$ cat src/rtl/pit_rb_pkg.sv
package pit_rb_pkg;
    localparam int DATA_W = 8;
    localparam int CNT_W  = 16;
    localparam int MODE_W = 3;
    localparam int ACC_W  = 2;

    localparam logic [ACC_W-1:0] ACC_LOW  = 2'b01;
    localparam logic [ACC_W-1:0] ACC_HIGH = 2'b10;
    localparam logic [ACC_W-1:0] ACC_WORD = 2'b11;

    typedef enum logic [1:0] {
        CH_IDLE,
        CH_CNT,
        CH_STS,
        CH_BOTH
    } ch_state_t;
endpackage

$ cat src/rtl/pit_rb_cmd_dec.sv
module pit_rb_cmd_dec
    import pit_rb_pkg::*;
#(
    parameter int NUM_CH = 3
) (
    input  logic              wr_en,
    input  logic [1:0]        addr,
    input  logic [DATA_W-1:0] wdata,
    output logic [NUM_CH-1:0] cnt_req,
    output logic [NUM_CH-1:0] sts_req,
    output logic [NUM_CH-1:0] mode_wr
);
    localparam logic [1:0] CTRL_ADDR = 2'd3;

    logic is_ctrl;
    logic is_snap;

    assign is_ctrl = wr_en && (addr == CTRL_ADDR);
    assign is_snap = is_ctrl && (wdata[7:6] == 2'b11) && !wdata[0];

    always_comb begin
        cnt_req = '0;
        sts_req = '0;
        mode_wr = '0;
        for (int i = 0; i < NUM_CH; i++) begin
            if (is_snap && wdata[i+1]) begin
                cnt_req[i] = !wdata[5];
                sts_req[i] = !wdata[4];
            end else if (is_ctrl && (wdata[7:6] == 2'(i))) begin
                if (wdata[5:4] == 2'b00) begin
                    cnt_req[i] = 1'b1;
                end else begin
                    mode_wr[i] = 1'b1;
                end
            end
        end
    end
endmodule

$ cat src/rtl/pit_rb_chan.sv
module pit_rb_chan
    import pit_rb_pkg::*;
(
    input  logic              clk,
    input  logic              rst_n,
    input  logic              cnt_req,
    input  logic              sts_req,
    input  logic              mode_wr,
    input  logic              rd_hit,
    input  logic [CNT_W-1:0]  live,
    input  logic [MODE_W-1:0] cmode,
    input  logic [ACC_W-1:0]  acc,
    input  logic              bcd,
    input  logic              out_level,
    input  logic              nul,
    output logic [DATA_W-1:0] rd_byte,
    output logic              cnt_held,
    output logic              sts_held,
    output logic [CNT_W-1:0]  frozen
);
    ch_state_t         state, state_nxt;
    logic [DATA_W-1:0] sts_q;
    logic              hi_ptr, hi_ptr_nxt;
    logic              cnt_pend, sts_pend;
    logic              serve_sts, serve_cnt, release_cnt;
    logic              keep_cnt, keep_sts, take_cnt, take_sts;
    logic              pick_hi;
    logic [CNT_W-1:0]  src;

    always_comb begin
        unique case (state)
            CH_IDLE: begin cnt_pend = 1'b0; sts_pend = 1'b0; end
            CH_CNT:  begin cnt_pend = 1'b1; sts_pend = 1'b0; end
            CH_STS:  begin cnt_pend = 1'b0; sts_pend = 1'b1; end
            CH_BOTH: begin cnt_pend = 1'b1; sts_pend = 1'b1; end
            default: begin cnt_pend = 1'b0; sts_pend = 1'b0; end
        endcase
    end

    assign pick_hi     = (acc == ACC_HIGH) || ((acc == ACC_WORD) && hi_ptr);
    assign serve_sts   = rd_hit && sts_pend;
    assign serve_cnt   = rd_hit && !sts_pend;
    assign release_cnt = serve_cnt && cnt_pend && ((acc != ACC_WORD) || hi_ptr);
    assign keep_cnt    = cnt_pend && !release_cnt;
    assign keep_sts    = sts_pend && !serve_sts;
    assign take_cnt    = cnt_req && !keep_cnt && !mode_wr;
    assign take_sts    = sts_req && !keep_sts && !mode_wr;

    // next state: read applied first, then latch requests, mode word overrides
    always_comb begin
        state_nxt = state;
        if (mode_wr) begin
            state_nxt = CH_IDLE;
        end else begin
            unique case ({keep_sts || take_sts, keep_cnt || take_cnt})
                2'b00: state_nxt = CH_IDLE;
                2'b01: state_nxt = CH_CNT;
                2'b10: state_nxt = CH_STS;
                2'b11: state_nxt = CH_BOTH;
                default: state_nxt = CH_IDLE;
            endcase
        end
        hi_ptr_nxt = hi_ptr;
        if (mode_wr || take_cnt) begin
            hi_ptr_nxt = 1'b0;
        end else if (serve_cnt && (acc == ACC_WORD)) begin
            hi_ptr_nxt = !hi_ptr;
        end
    end

    always_ff @(posedge clk) begin
        if (!rst_n) begin
            state  <= CH_IDLE;
            hi_ptr <= 1'b0;
            frozen <= '0;
            sts_q  <= '0;
        end else begin
            state  <= state_nxt;
            hi_ptr <= hi_ptr_nxt;
            if (take_cnt) begin
                frozen <= live;
            end
            if (take_sts) begin
                sts_q <= {out_level, nul, acc, cmode, bcd};
            end
        end
    end

    // outputs
    always_comb begin
        src      = cnt_pend ? frozen : live;
        cnt_held = cnt_pend;
        sts_held = sts_pend;
        rd_byte  = '0;
        if (serve_sts) begin
            rd_byte = sts_q;
        end else if (serve_cnt) begin
            rd_byte = pick_hi ? src[CNT_W-1:DATA_W] : src[DATA_W-1:0];
        end
    end
endmodule

$ cat src/rtl/pit_readback.sv
module pit_readback
    import pit_rb_pkg::*;
#(
    parameter int NUM_CH = 3
) (
    input  logic                     clk,
    input  logic                     rst_n,
    input  logic                     wr_en,
    input  logic                     rd_en,
    input  logic [1:0]               addr,
    input  logic [DATA_W-1:0]        wdata,
    output logic [DATA_W-1:0]        rdata,
    input  logic [NUM_CH*CNT_W-1:0]  live_cnt,
    input  logic [NUM_CH*MODE_W-1:0] cnt_mode,
    input  logic [NUM_CH*ACC_W-1:0]  acc_mode,
    input  logic [NUM_CH-1:0]        bcd_sel,
    input  logic [NUM_CH-1:0]        out_lvl,
    input  logic [NUM_CH-1:0]        null_flag
);
    logic [NUM_CH-1:0]       cnt_req, sts_req, mode_wr;
    logic [NUM_CH-1:0]       cnt_held, sts_held;
    logic [NUM_CH*CNT_W-1:0] lat_cnt_flat;
    logic [DATA_W-1:0]       ch_byte [NUM_CH];

    pit_rb_cmd_dec #(.NUM_CH(NUM_CH)) u_dec (
        .wr_en   (wr_en),
        .addr    (addr),
        .wdata   (wdata),
        .cnt_req (cnt_req),
        .sts_req (sts_req),
        .mode_wr (mode_wr)
    );

    for (genvar g = 0; g < NUM_CH; g++) begin : g_ch
        pit_rb_chan u_chan (
            .clk       (clk),
            .rst_n     (rst_n),
            .cnt_req   (cnt_req[g]),
            .sts_req   (sts_req[g]),
            .mode_wr   (mode_wr[g]),
            .rd_hit    (rd_en && (addr == 2'(g))),
            .live      (live_cnt[g*CNT_W +: CNT_W]),
            .cmode     (cnt_mode[g*MODE_W +: MODE_W]),
            .acc       (acc_mode[g*ACC_W +: ACC_W]),
            .bcd       (bcd_sel[g]),
            .out_level (out_lvl[g]),
            .nul       (null_flag[g]),
            .rd_byte   (ch_byte[g]),
            .cnt_held  (cnt_held[g]),
            .sts_held  (sts_held[g]),
            .frozen    (lat_cnt_flat[g*CNT_W +: CNT_W])
        );
    end

    always_comb begin
        rdata = '0;
        for (int i = 0; i < NUM_CH; i++) begin
            rdata = rdata | ch_byte[i];
        end
    end
endmodule

$ cat config.mk
export PLATFORM = sky130hd
export DESIGN_NAME = pit_readback
export DESIGN_NICKNAME = d
export VERILOG_FILES = /design/src/rtl/pit_rb_pkg.sv /design/src/rtl/pit_rb_cmd_dec.sv /design/src/rtl/pit_rb_chan.sv /design/src/rtl/pit_readback.sv
export SDC_FILE = /design/constraint.sdc
export NUM_CORES = 1
export LEC_CHECK = 0
export CORE_MARGIN = 2
export CORE_UTILIZATION = 25
export CTS_CLUSTER_DIAMETER = 40
export DETAILED_ROUTE_END_ITERATION = 10
export GPL_TIMING_DRIVEN = 0
export MAX_ROUTING_LAYER = met4
export PLACE_DENSITY_LB_ADDON = 0.15
export SETUP_SLACK_MARGIN = 0.2
export SLEW_MARGIN = 20
export SYNTH_ARGS = -nofsm -noshare
export SYNTH_HDL_FRONTEND = slang
export SYNTH_SLANG_ARGS = --single-unit
$ cat constraint.sdc
create_clock -name clk -period 3.4 [get_ports clk]
set_input_delay 0.68 -clock clk [delete_from_list [all_inputs] [get_ports clk]]
set_output_delay 0.68 -clock clk [all_outputs]
set_load 0.01 [all_outputs]
* Word level (Yosys, flattened, before mapping)
Index checks and enable logic that the tools add are counted.
Word-level totals: word-level logic and storage cells 200, register bits 81
Operators by class: reductions and logical operators 114, equality and inequality tests 33, bitwise logic cells 3, muxes and demuxes 38
Operator list (count):
- $mux W8 | 9
- $logic_and A1 B1 Y1 | 48
- $mux W16 | 3
- $eq A2 B2 Y1 const B | 22
- $reduce_or A2 Y1 | 18
- $logic_not A1 Y1 | 24
- $pmux W2 S4 | 3
- $logic_not A2 Y1 | 9
- $mux W1 | 17
- $eq A2 B1 Y1 const B | 8
- $or A8 B8 Y8 | 2
- $logic_or A1 B1 Y1 | 15
- $pmux W1 S2 | 6
- $ne A2 B2 Y1 const B | 3
- $not A1 Y1 | 1

* Logic depth before layout (Yosys ltp)
Gate-level depths: netlist of run 1.
depth in word-level cells 15, depth in mapped cells 7, gate-level depth less buffers 5

* By module
A second synthesis of run 1 with hierarchy kept.
Second synthesis, totals: cell total of the unflattened synthesis 587, area total of the unflattened synthesis 4902.2 µm²
By module, submodules not included:
- pit_rb_chan | times used 3, area each 1559.0 µm², cells each 184
- pit_rb_cmd_dec | times used 1, area each 150.1 µm², cells each 24
- pit_readback | times used 1, area each 75.1 µm², cells each 11

* Least setup slack after synthesis of run 1
No wires, ideal clock.
path type input port to output port, start point input port acc_mode[5], end point output port rdata[0], arrival 1.865 ns, stages on the path 4, path buffers 0, data required time 2.720 ns, setup slack 0.855 ns, cell sequence a21boi_2 -> mux4_1 -> nand2_1 -> nand4_1
On the way: longest elaborated chain between the ends 7
RTL lines:
- start: declaration | line pit_readback.sv:15 | input logic [NUM_CH*ACC_W-1:0] acc_mode,
- $eq A2 B2 Y1 | line pit_rb_chan.sv:40 | assign pick_hi = (acc == ACC_HIGH) || ((acc == ACC_WORD) && hi_ptr);
- $logic_and A1 B1 Y1 | line pit_rb_chan.sv:40
- $logic_or A1 B1 Y1 * | line pit_rb_chan.sv:40
- $mux W8 * | line pit_rb_chan.sv:98 | rd_byte = pick_hi ? src[CNT_W-1:DATA_W] : src[DATA_W-1:0];
- $mux W8 * | line pit_rb_chan.sv:97 | end else if (serve_cnt) begin
- $mux W8 * | line pit_rb_chan.sv:95 | if (serve_sts) begin
- $or A8 B8 Y8 * | line pit_readback.sv:58 | rdata = rdata | ch_byte[i];
- end: declaration | line pit_readback.sv:12 | output logic [DATA_W-1:0] rdata,
Mark *: on every way between the ends. The rest lies on a longest branch, timed or not.

* Worst setup path after layout of run 1
start point input port acc_mode[3], end point output port rdata[0]
On the way: longest elaborated chain between the ends 8
RTL lines (line):
- $eq A2 B2 Y1 | pit_rb_chan.sv:40
- $logic_and A1 B1 Y1 | pit_rb_chan.sv:40
- $logic_or A1 B1 Y1 * | pit_rb_chan.sv:40
- $mux W8 * | pit_rb_chan.sv:98
- $mux W8 * | pit_rb_chan.sv:97
- $mux W8 * | pit_rb_chan.sv:95
- $or A8 B8 Y8 * (2 in series) | pit_readback.sv:58
Marks and branches as above.

==> flow_summary_export.csv, run 1 <==
group,metric,value,unit
power_and_ir_drop,peakVddDrop,219,uV
worst_setup_path,cp-end-kind,"output pin",
global_routing,grt_overflow,0,
sta,finalCritPeriodShare,92.7,%
clock_network,clock_latency,0.34,ns
sta,slew_violations,0,
sta,setup_viol,0,
yosys,yosys.area.top_type,"dfxtp_1",
worst_setup_path,path_cells,"clkdlybuf4s15_1, a21boi_4, buf_12, mux4_1, nand2_1, nand4_1, dlygate4sd2_1",
yosys,synth_top_area_share,38.0,%
finish,layout.cells.non_filler,788,
yosys,synth_warnings,0,
global_routing,grt_max_degree,16,
yosys,yosysSeqAreaShare,38.0,%
sta,fmax,317,MHz
worst_setup_path,worstPathRequired,2.72,ns
global_routing,grt_antenna_before_repair,1,
die,num_io_pins,94,
clock_network,root_buffer,"clkbuf_16",
detailed_routing,routedWlPerCell,17.9,um
die,rows,47,
sta,period_needed,3.15,ns
detailed_routing,first_iter_violations,128,
finish,final_nets,648,
yosys,synth_area_per_cell,9.44,sq um
outcome,status,"finished clean",
yosys,syn_inst,452,
power_and_ir_drop,powerDensity,381,mW/mm^2
worst_setup_path,crit_path_top_delay_cell,"mux4_1",
clock_network,htree_levels,3,
die,initial_core_util,25.6,%
worst_setup_path,cp-start-kind,"primary input",
worst_setup_path,path_class,"in2out",
clock_network,cts_buffers,9,
sta,rsz0062_at_grt,"true",
yosys,synth_cell_types,45,
clock_network,cts.reportedPaths.clkPinSlew,0.06,ns
yosys,synth_area_leaders,"dfxtp_1, nand2_1, mux4_2",
global_routing,grt_pass1_wl,21900,um
power_and_ir_drop,total_power,0.00226,W
detailed_routing,drt_wl_total,14100,um
placement,placedCellCount,763,
finish,multi_input_area,0.00246,sq mm
finish,syn_to_final_growth,39.1,%
placement,dp_hpwl,10500,um
yosys,synthesis.nets,538,
worst_setup_path,critPathArrivalTime,2.47,ns
die,die_x,135,um
global_routing,grt_pass1_vias,3930,
finish,n_fill_cell,1685,
worst_setup_path,slowest_delay,0.56,ns
flow_run,maxCapViolations,0,
sta,hold_violations,0,
die,die-area,0.0181,sq mm
clock_network,cts_hold_buf,0,
detailed_routing,via_count,3804,
finish,seqCellArea,0.00162,sq mm
clock_network,clk_path_buf_depth,2,
worst_hold_path,hold_path.class,"reg2reg",
detailed_routing,antenna_left,0,
clock_network,cts_tree,"done",
yosys,synth_area,0.00427,sq mm
finish,fin_util,35.7,%
yosys,ys_seq_elements,81,
detailed_routing,vias_per_cell,4.83,
sta,worstMarginPinSlew,0.625,ns
global_routing,grt_usage,16.5,%
sta,max_slew_margin,58.4,%
finish,post_route_cells_drive_above_1_share,18.0,%
clock_network,cts_sinks,81,
die,coreArea,0.0166,sq mm
placement,io_buffer_count,91,
die,fp.dieH,135,um
placement,gp_congestion,0.803,
worst_setup_path,cp_max_fo,8,
sta,fin_worst_skew,0.00417,ns
detailed_routing,dr.pass1.iters,4,
power_and_ir_drop,p_leak,2.14,nW
detailed_routing,drc,0,
==> layout make-up <==
type / count / share of cell area (%)
buffer: 30 / 3.69
clock inverter: 7 / 1.33
timing repair buffer: 99 / 17.2
antenna: 1 / 0.0421
sequential: 81 / 27.3
tap: 220 / 4.64
multi-input combinational: 333 / 41.5
inverter: 8 / 0.506
clock buffer: 9 / 3.79
==> cells by family (layout without fill, tap and decap cells) <==
group / after synthesis / in the layout / share of synthesized area [%]
AND/OR/NAND/NOR: 196 / 196 / 22.9
AO/OA/AOI/OAI: 89 / 89 / 14.2
flip-flops: 81 / 81 / 38.0
multiplexers: 48 / 48 / 19.2
buffers and inverters: 38 / 153 / 5.78
other: 0 / 1 / 0
==> where the power goes <==
group          leakage, nW  total, W  switching (W)  internal, W
clock network        0.144   0.00101       0.000438     0.000577
logic                 1.35  0.000290       0.000126     0.000164
registers            0.653  0.000956     0.00000301     0.000953
total                 2.14   0.00226       0.000567      0.00169
==> cells in the mapped netlist (all sizes together) <==
master and count:
o21ai 39, a22o 8, and3b 1, a21boi 18
a211o 1, or2 2, mux4 24, nor3 2
o31ai 1, nand4 10, a31oi 3, nand3 32
nand3b 3, a21oi 17, nor4 3, dfxtp 81
nor2b 24, nand2 100, nand4b 2, mux2i 24
clkbuf 12, dlygate4sd3 1, buf 17, or3b 1
nor2 13, and4b 3, o211ai 2, inv 8
==> worst paths after layout <==
path	depth (start not counted)	slack, ns	startpoint	endpoint
setup reg to reg	5	1.85	g_ch[1].u_chan.state[0]	g_ch[1].u_chan.frozen[13]
hold reg to reg	2	0.45	g_ch[1].u_chan.frozen[10]	g_ch[1].u_chan.frozen[10]
hold / removal	2	0.45	g_ch[1].u_chan.frozen[10]	g_ch[1].u_chan.frozen[10]
setup / recovery	7	0.25	acc_mode[3]	rdata[0]
==> flip-flops by register name, indices dropped and copies added, names as in the netlist <==
| register | flops |
|---|---|
| g_ch.u_chan.frozen | 48 |
| g_ch.u_chan.sts_q | 24 |
| g_ch.u_chan.hi_ptr | 3 |
| g_ch.u_chan.state | 6 |
==> metrics by stage <==
stage / area [sq um] / hold WS (ns) / setup slack, ns / setup TNS [ns]
2_1_floorplan: 4270 / 0.426 / 0.855 / 0
3_3_place_gp: 5450 / 0.433 / -0.663 / -4.58
3_5_place_dp: 5450 / 0.449 / -0.664 / -4.62
4_1_cts: 5920 / 0.458 / 0.209 / 0
5_1_grt: 5940 / 0.468 / 0.190 / 0
6_report: 5940 / 0.454 / 0.248 / 0
==> placed cells by master (no fill, tap or decap), types with 3 or more instances in the layout <==
cell type          n
a21boi_0          11
a21boi_1           5
a21oi_1           12
a21oi_2            5
a22o_1             8
a31oi_1            3
buf_12             4
buf_2              7
buf_4              9
buf_6              4
clkbuf_1           8
clkbuf_16          9
clkbuf_8           3
clkdlybuf4s50_1   76
dfxtp_1           81
dlygate4sd2_1      8
dlymetal6s2s_1     3
inv_1              7
mux2i_1           24
mux4_1             8
mux4_2            16
nand2_1          100
nand3_1           28
nand3_2            4
nand3b_1           3
nand4_1           10
nor2_1             6
nor2_4             4
nor2b_1           24
nor4_1             3
o21ai_0           23
o21ai_2           14
==> layer usage <==
metal	wire [um]	vias up	global-route usage, %
met5	0	-	-
met4	247	0	5.44
met3	581	16	2.93
met2	6870	99	27.0
met1	6390	1839	20.5
li1	-	1850	-
==> worst max-delay path, delay by kind of cell <==
kind / cells / cell delay, ns
AND/OR/NAND/NOR: 2 / 0.25
multiplexers: 1 / 0.56
AO/OA/AOI/OAI: 1 / 0.23
buffers and inverters: 3 / 0.76
==> repair_timing <==
action                     4_1_cts  5_1_grt
pin swaps                        2        0
buffers inserted                 8        0
gates resized for setup         34        7
setup endpoints to repair        8        8
Note: power is estimated with default switching activity, not from simulation.
==> run 2: changes to the inputs <==
Settings changed: CAP_MARGIN from default to 10, GPL_ROUTABILITY_DRIVEN from default to 0, SLEW_MARGIN 20 to default.
==> results of run 2 <==
Final layout, timing and power as in run 1 (identical DEF).
